### src/rtl/scu_regs_pkg.sv
package scu_regs_pkg;
  localparam int SZW = 3;

  localparam logic [7:0] OFF_CTL = 8'h00;
  localparam logic [7:0] OFF_CFG = 8'h04;
  localparam logic [7:0] OFF_PWR = 8'h08;

  typedef enum logic [SZW-1:0] {
    SZ_BYTE = 3'd1,
    SZ_HALF = 3'd2,
    SZ_WORD = 3'd4
  } acc_size_e;

  function automatic logic size_legal(input logic [SZW-1:0] sz);
    return (sz == SZ_BYTE) || (sz == SZ_HALF) || (sz == SZ_WORD);
  endfunction

  // CPU presence mask in bits [7:4], count minus one in the low bits
  function automatic logic [31:0] cpu_cfg_word(input int n);
    logic [31:0] m;
    m = (32'd1 << n) - 32'd1;
    return (m << 4) | 32'(n - 1);
  endfunction
endpackage

### src/rtl/scu_pwr_status.sv
module scu_pwr_status
  import scu_regs_pkg::*;
#(
  parameter int DW = 32,
  localparam int LANES = DW / 8,
  localparam int LW = $clog2(LANES),
  localparam int CW = ((LW > SZW) ? LW : SZW) + 1
) (
  input  logic           clk,
  input  logic           rst_n,
  input  logic           wr_en,
  input  logic [LW-1:0]  lane,
  input  logic [SZW-1:0] size,
  input  logic [DW-1:0]  wdata,
  output logic [DW-1:0]  word
);
  logic [CW-1:0] lane_w;
  logic [CW-1:0] lane_end;

  assign lane_w   = CW'(lane);
  assign lane_end = lane_w + CW'(size);

  for (genvar i = 0; i < LANES; i++) begin : g_lane
    logic          hit;
    logic [CW-1:0] rel;
    logic [DW-1:0] shifted;
    logic [7:0]    byte_q;

    // byte i takes source byte (i - lane) when it lies in [lane, lane+size)
    always_comb begin
      hit     = wr_en && (CW'(i) >= lane_w) && (CW'(i) < lane_end);
      rel     = CW'(i) - lane_w;
      shifted = wdata >> {rel[LW-1:0], 3'b000};
    end

    always_ff @(posedge clk) begin
      if (!rst_n)   byte_q <= '0;
      else if (hit) byte_q <= shifted[7:0];
    end

    assign word[8*i +: 8] = byte_q;
  end

  // a one-byte write to lane 0 leaves the upper bytes untouched
  a_r3_byte_write_keeps_upper: assert property (@(posedge clk) disable iff (!rst_n)
    (wr_en && size == SZ_BYTE && lane == '0) |=> $stable(word[DW-1:8]));

  // a full-word write to lane 0 replaces the whole word
  a_r3_word_write_replaces: assert property (@(posedge clk) disable iff (!rst_n)
    (wr_en && size == SZ_WORD && lane == '0) |=> (word == $past(wdata)));
endmodule

### src/rtl/scu_rd_select.sv
module scu_rd_select
  import scu_regs_pkg::*;
#(
  parameter int DW = 32,
  parameter int NCPU = 4
) (
  input  logic [7:0]    addr,
  input  logic          ctl_bit,
  input  logic [DW-1:0] pwr_word,
  output logic [DW-1:0] rdata
);
  localparam logic [DW-1:0] CFG_VAL = DW'(cpu_cfg_word(NCPU));

  always_comb begin
    rdata = '0;
    if (addr == OFF_CTL)
      rdata = DW'(ctl_bit);
    else if (addr == OFF_CFG)
      rdata = CFG_VAL;
    else if (addr[7:2] == OFF_PWR[7:2])
      rdata = pwr_word >> {addr[1:0], 3'b000};
  end
endmodule

### src/rtl/snoop_ctl_regs.sv
module snoop_ctl_regs
  import scu_regs_pkg::*;
#(
  parameter int NCPU = 4,
  parameter int DW = 32,
  localparam int LANES = DW / 8,
  localparam int LW = $clog2(LANES)
) (
  input  logic           clk,
  input  logic           rst_n,
  input  logic           req_valid,
  input  logic           req_write,
  input  logic [7:0]     req_addr,
  input  logic [SZW-1:0] req_size,
  input  logic [DW-1:0]  req_wdata,
  output logic           rsp_valid,
  output logic [DW-1:0]  rsp_rdata
);
  logic          wr_ok;
  logic          ctl_q;
  logic          pwr_sel;
  logic [DW-1:0] pwr_word;
  logic [DW-1:0] rd_data;

  assign wr_ok   = req_valid && req_write && size_legal(req_size);
  assign pwr_sel = (req_addr[7:2] == OFF_PWR[7:2]);

  always_ff @(posedge clk) begin
    if (!rst_n)
      ctl_q <= 1'b0;
    else if (wr_ok && req_addr == OFF_CTL)
      ctl_q <= req_wdata[0];
  end

  scu_pwr_status #(.DW(DW)) u_pwr (
    .clk   (clk),
    .rst_n (rst_n),
    .wr_en (wr_ok && pwr_sel),
    .lane  (req_addr[LW-1:0]),
    .size  (req_size),
    .wdata (req_wdata),
    .word  (pwr_word)
  );

  scu_rd_select #(.DW(DW), .NCPU(NCPU)) u_rd (
    .addr     (req_addr),
    .ctl_bit  (ctl_q),
    .pwr_word (pwr_word),
    .rdata    (rd_data)
  );

  always_ff @(posedge clk) begin
    if (!rst_n) begin
      rsp_valid <= 1'b0;
      rsp_rdata <= '0;
    end else begin
      rsp_valid <= req_valid;
      rsp_rdata <= (req_valid && !req_write) ? rd_data : '0;
    end
  end

  // a response follows every request, and only requests
  a_r8_rsp_after_req: assert property (@(posedge clk) disable iff (!rst_n)
    req_valid |=> rsp_valid);
  a_r8_no_rsp_when_idle: assert property (@(posedge clk) disable iff (!rst_n)
    !req_valid |=> !rsp_valid);

  // enable read returns a single bit
  a_r1_ctl_read_one_bit: assert property (@(posedge clk) disable iff (!rst_n)
    (req_valid && !req_write && req_addr == OFF_CTL) |=> (rsp_rdata[DW-1:1] == '0));

  // illegal write sizes leave all state alone
  a_r6_bad_size_no_change: assert property (@(posedge clk) disable iff (!rst_n)
    (req_valid && req_write && !size_legal(req_size)) |=> ($stable(ctl_q) && $stable(pwr_word)));

  // writes to holes leave all state alone
  a_r5_hole_write_no_change: assert property (@(posedge clk) disable iff (!rst_n)
    (req_valid && req_write && req_addr != OFF_CTL && req_addr[7:2] != OFF_PWR[7:2])
      |=> ($stable(ctl_q) && $stable(pwr_word)));

  // reads of holes return zero
  a_r5_hole_reads_zero: assert property (@(posedge clk) disable iff (!rst_n)
    (req_valid && !req_write && req_addr != OFF_CTL && req_addr != OFF_CFG
      && req_addr[7:2] != OFF_PWR[7:2]) |=> (rsp_rdata == '0));
endmodule

### config.mk
export PLATFORM = sky130hd
export DESIGN_NAME = snoop_ctl_regs
export DESIGN_NICKNAME = d
export VERILOG_FILES = /design/src/rtl/scu_regs_pkg.sv /design/src/rtl/scu_pwr_status.sv /design/src/rtl/scu_rd_select.sv /design/src/rtl/snoop_ctl_regs.sv
export SDC_FILE = /design/constraint.sdc
export NUM_CORES = 1
export LEC_CHECK = 0
export CORE_MARGIN = 8
export CORE_UTILIZATION = 48
export DETAILED_ROUTE_END_ITERATION = 7
export DONT_BUFFER_PORTS = 1
export GPL_ROUTABILITY_DRIVEN = 0
export MAX_ROUTING_LAYER = met4
export PLACE_DENSITY = 0.66
export RECOVER_POWER = 25
export REMOVE_ABC_BUFFERS = 1
export SYNTH_ARGS = -nofsm -noshare
export SYNTH_HDL_FRONTEND = slang
export SYNTH_SLANG_ARGS = --single-unit
### constraint.sdc
create_clock -name clk -period 2.1 [get_ports clk]
set_input_delay 0 -clock clk [delete_from_list [all_inputs] [get_ports clk]]
set_output_delay 0 -clock clk [all_outputs]
set_load 0.02 [all_outputs]
==> reports/results.txt, run 1 <==
Share of post-route cells with drive strength above 1 = 9.76%
Buffers & Inverters on Critical Path = 2
H-Tree Depth = 3
MaxCap Viol Count = 0
Layout Nets = 458
Gr ovfl total = 0
Crit path DAT = 2.12 ns
Element type at the critical path start = primary input
Num ports = 80
Kind of critical path = primary input to flip-flop
Yosys Warn Count = 0
Hold Path Class = primary input to flip-flop
Asr flop ratio synth = 0%
Fill count = 750
# setup viols final = 0
Period utilization = 88.7%
Vias per inst = 5.91
CTS Buf Count = 9
Die width = 104 µm
Slowest CP cell = dlygate4sd3_1
# diodes = 0
Distinct cells, synth = 45
Mapped cell area = 3700 µm²
PD cells = 662 nW/µm²
Initial Util = 48.6%
Vias in the first global route = 2905
VDD IR max = 303 µV
Setup TNS = 0 ns
Post-Route WL = 9.72 mm
IO buf count = 0
Post-DR wirelength/cell = 19.0 µm
Avg Cell Area, Syn = 9.18 µm²
Clock Sinks = 66
Worst setup margin = 0.238 ns
DR DRC count = 0
Critical path required time = 2.36 ns
Part of the Yosys area used for sequential elements = 35.7%
#FFs+latches synth = 66
Largest net degree at the start of global routing = 38
DRT iter0 DRCs = 202
Root Buffer = clkbuf_8
Ys flop type = dfxtp_1
Max frequency = 537 MHz
Total die area = 10800 µm²
Initial antenna violation count = 0
Die Height = 104 µm
Status = finished, final reports clean
Drt pass-1 iters = 4
Detail Route Antenna Nets = 0
All-Layer GR Usage = 17.9%
Row cnt = 32
CTS tree = done
Max clock buf depth = 2
First-pass GRT wire length = 15.3 mm
P_leak = 1.62 nW
CP endpoint kind = flip-flop
Setup slack at placement = 0.163 ns
P&R area growth vs syn = 9.10%
Slew Viols, Final = 0
Max FO, Critical Path = 37
Final min period = 1.86 ns
RSZ-0062 raised after global routing = no
Cell breakdown of the critical path = dlygate4sd3_1 > a211oi_1 > dlygate4sd3_1 > a211oi_1
CTS resizes = 0
Cells after synthesis = 403
Fin. Hold Viols = 0
Core area = 7610 µm²
Top Family by Delay on Critical Path = buffers and inverters
Clk_lat worst skew = 0.34 ns
CTS clk-pin slew, worst paths = 0.08 ns
Clock skew = 0.0119 ns
Worst Tran Pin Value = 1.04 ns
Slew HR = 30.3%
Slowest stage delay, CP = 1.22 ns
DP Wirelength = 7.03 mm
Vias = 3024
Post-synth EDFFs = 0
-- per-stage QoR --
step / hold slack (ns) / utilization [%] / total power [mW] / std cells / area [µm²]
after global placement: 0.122 / 49.1 / 1.58 / 487 / 3730
after floorplan: 0.0996 / - / 1.51 / 374 / 3520
after detailed placement: 0.115 / 49.1 / 1.59 / 487 / 3730
after CTS: 0.000665 / 53.0 / 2.69 / 512 / 4040
after global routing: 0.0389 / 53.0 / 2.77 / 512 / 4040
final: 0.0100 / 53.0 / 2.67 / 512 / 4040
-- path summary, 6_finish.rpt --
kind / depth (start not counted) / start / slack, ns / end
setup / recovery: 4 / req_addr[0] / 0.24 / rsp_rdata[2]$_SDFF_PP0_
hold / removal: 3 / req_addr[3] / 0.01 / rsp_rdata[0]$_SDFF_PN0_
setup reg to reg: 4 / u_pwr.g_lane[0].byte_q[3]$_SDFFE_PN0P_ / 0.64 / rsp_rdata[3]$_SDFF_PP0_
hold reg to reg: 2 / u_pwr.g_lane[1].byte_q[4]$_SDFFE_PN0P_ / 0.46 / u_pwr.g_lane[1].byte_q[4]$_SDFFE_PN0P_
-- repair_timing --
item                                   in CTS  in global routing
endpoints found under the hold margin      58                  0
hold buffers                                9                  0
buffers inserted                            0                  0
-- sequential cells by signal, summed over array words and instances, names as in the netlist --
register             cells
u_pwr.g_lane.byte_q     32
rsp_rdata               32
rsp_valid                1
ctl_q                    1
-- cell usage in the layout (no fill, tap or decap), types with 3 or more instances in the layout --
cell type / count
nand4_1: 8
and2_1: 10
mux2i_1: 86
dfxtp_1: 66
a21oi_1: 37
dlygate4sd3_1: 8
o21ai_1: 3
o2111ai_1: 17
nand2_1: 46
nand3_1: 7
ha_1: 5
o21ai_0: 10
buf_4: 11
nor2_1: 27
o41ai_1: 16
a211oi_1: 4
clkbuf_8: 10
-- worst reg2reg max path: stages (launching register included) --
cell	delay (ns)
dfxtp_1	0.32
nor2b_1	0.13
a211oi_1	0.22
a211oi_1	0.08
dlygate4sd3_1	0.61
-- routing by layer --
metal  track usage, %  vias to the layer above  share of wire [%]  wire [µm]
met5                -                        -                  0          0
met4             6.10                        0               0.76         74
met3             3.16                        8                6.7        650
met2             27.7                       99                 47       4560
met1             23.1                     1426                 46       4440
li1                 -                     1491                  -          -
-- synthesized netlist by cell type (3+ instances only) --
master	n	area share, %
clkbuf_1	9	0.91
nand2_1	46	4.7
o21ai_1	3	0.41
a211oi_1	4	0.81
buf_2	10	1.4
nand4_1	8	1.4
buf_6	7	2.1
mux2i_1	86	23
a21oi_1	37	5.0
and2_1	10	1.7
o21ai_0	10	1.4
o41ai_1	16	3.8
ha_1	5	1.7
nor2_1	27	2.7
dfxtp_1	66	36
o2111ai_1	17	4.0
nand3_1	7	0.95
-- final cells by class --
cell class / count / area, µm² / area share (%)
Clock buffer: 10 / 138 / 3.41
Clock inverter: 6 / 63.8 / 1.58
Inverter: 4 / 15.0 / 0.372
Multi-Input combinational cell: 304 / 2190 / 54.2
Sequential cell: 66 / 1320 / 32.7
Tap cell: 102 / 128 / 3.16
Timing Repair Buffer: 20 / 183 / 4.53
-- where the power goes --
group	internal [mW]	total, mW	switching [mW]
Clock	0.580	1.07	0.495
Combinational	0.138	0.343	0.205
Sequential	1.25	1.25	0.00239
-- cell families (layout without fill, tap and decap cells) --
family	after synthesis	count (layout)	share of synthesized area [%]
flip-flops	66	66	35.7
buffers and inverters	33	40	5.14
multiplexers	86	86	23.3
AND/OR/NAND/NOR	115	115	15.2
AO/OA/AOI/OAI	96	96	18.0
adder cells (fa/ha/maj)	6	6	2.23
XOR/XNOR	1	1	0.440
(Power assumes the default switching activity.)
==> run 2: changes to the inputs <==
--- a/config.mk
+++ b/config.mk
@@ -5,6 +5,7 @@
 export SDC_FILE = /design/constraint.sdc
 export NUM_CORES = 1
 export LEC_CHECK = 0
+export CORE_ASPECT_RATIO = 1.4
 export CORE_MARGIN = 8
 export CORE_UTILIZATION = 48
 export DETAILED_ROUTE_END_ITERATION = 7
==> run 2 against run 1 <==
Against the previous run: via count is 0.60% higher; die area is 0.36% higher; clock skew is 0.0040 ns higher; non-clock buffer count is 1 higher; sequential share of layout area is 0.27 points lower; flip-flop and latch count stayed put; core utilization is 0.44 points higher; sequential power hardly changed; critical path type unchanged; largest cell class unchanged; largest power group unchanged.
==> reports/results.txt, run 2 (synthesized netlist as in run 1, its figures left out) <==
Die Height = 120 µm
Fin. Hold Viols = 0
All-Layer GR Usage = 18.4%
CTS Buf Count = 9
CTS tree = done
Final min period = 1.95 ns
Kind of critical path = primary input to flip-flop
CTS clk-pin slew, worst paths = 0.07 ns
Crit path DAT = 2.21 ns
Slew Viols, Final = 0
Most frequent cells in the layout = mux2i_1 (86), dfxtp_1 (66), nand2_1 (46)
Fill count = 754
Post-CTS setup buffer count = 0
Hold slack = 0.00965 ns
Slew HR = 27.2%
CP endpoint kind = flip-flop
P_leak = 1.64 nW
Element type at the critical path start = primary input
Clk_lat worst skew = 0.36 ns
Vias per inst = 5.95
Hold Path Class = primary input to flip-flop
P&R area growth vs syn = 10.0%
Core Util, Final = 53.5%
Post-CTS Hold Buffers = 10
First-pass GRT wire length = 15.5 mm
# diodes = 0
PD cells = 690 nW/µm²
VDD IR max = 389 µV
DP Wirelength = 6.98 mm
RSZ-0062 raised after global routing = no
H-Tree Depth = 3
Vias in the first global route = 3011
MaxCap Viol Count = 0
Post-Route WL = 9.77 mm
Status = finished, final reports clean
Gr ovfl total = 0
Drt pass-1 iters = 4
CTS resizes = 0
Layout Nets = 459
Most common cell after layout, fill and taps aside = mux2i_1
Critical path required time = 2.36 ns
Clock Sinks = 66
Row cnt = 38
Die width = 90.2 µm
Top Registers = rsp_rdata: 32 flops, u_pwr.g_lane.byte_q: 32 flops
Largest net degree at the start of global routing = 38
DR DRC count = 0
IO buf count = 0
DRT iter0 DRCs = 164
Max frequency = 514 MHz
Detail Route Antenna Nets = 0
Vias = 3042
Initial antenna violation count = 0
Max FO, Critical Path = 37
Share of post-route cells with drive strength above 1 = 9.73%
Root Buffer = clkbuf_8
Clock skew = 0.0159 ns
Setup TNS = 0 ns
Total die area = 10800 µm²
Worst Tran Pin Value = 1.09 ns
Num ports = 80
Initial Util = 48.6%
Core area = 7610 µm²
Max clock buf depth = 2
Period utilization = 92.7%
Post-DR wirelength/cell = 19.1 µm
# setup viols final = 0
==> run 2: changes by cell type in the layout (fill, tap and decap cells not counted), sizes merged <==
cell	before	now
bufinv	1	2
clkinvlp	2	1
clkinv	4	5
inv	3	2
dlygate4sd3	8	9
==> run 2: final timing paths <==
check	start	to	slack (ns)	depth (start not counted)
setup / recovery	req_addr[0]	rsp_rdata[3]$_SDFF_PP0_	0.15	4
hold / removal	req_addr[2]	rsp_rdata[7]$_SDFF_PP0_	0.01	2
setup reg to reg	u_pwr.g_lane[2].byte_q[3]$_SDFFE_PN0P_	rsp_rdata[3]$_SDFF_PP0_	0.62	3
hold reg to reg	u_pwr.g_lane[0].byte_q[2]$_SDFFE_PN0P_	u_pwr.g_lane[0].byte_q[2]$_SDFFE_PN0P_	0.46	2
==> run 2: final cells by class <==
cell class              instances  area, µm²  share of cell area (%)
well taps                     100        125                    3.08
inverters                       4       15.0                   0.369
flip-flops and latches         66       1320                    32.5
repair buffers                 21        193                    4.74
clock buffers                  10        138                    3.38
clock inverters                 6       90.1                    2.21
multi-input cells             304       2190                    53.8
==> run 2: critical path, stage by stage <==
cell,delay (ns)
dlygate4sd3_1,1.25
a211oi_1,0.07
dlygate4sd3_1,0.62
a211oi_1,0.25
==> run 2: per-stage QoR <==
step           power [mW]  cells  worst slack [ns]  cell area [µm²]
6_report             2.81    511             0.153             4070
5_1_grt              2.90    511            0.0222             4070
4_1_cts              2.82    511             0.260             4070
3_5_place_dp         1.59    485             0.174             3730
3_3_place_gp         1.58    485             0.229             3730
2_1_floorplan        1.51    374             0.219             3520
==> run 2: where the power goes <==
part / internal, mW / switching (mW)
clock: 0.702 / 0.507
sequential: 1.25 / 0.00236
combinational: 0.140 / 0.205
total: 2.09 / 0.714
==> run 2: routing by layer <==
| layer | wire length (µm) | vias up | share of wire (%) | GRT usage [%] |
|---|---|---|---|---|
| met4 | 318 | 0 | 3.3 | 8.88 |
| met1 | 4000 | 1412 | 41 | 20.4 |
| met5 | 0 | - | 0 | - |
| li1 | - | 1502 | - | - |
| met2 | 4820 | 106 | 49 | 30.4 |
| met3 | 637 | 22 | 6.5 | 4.56 |
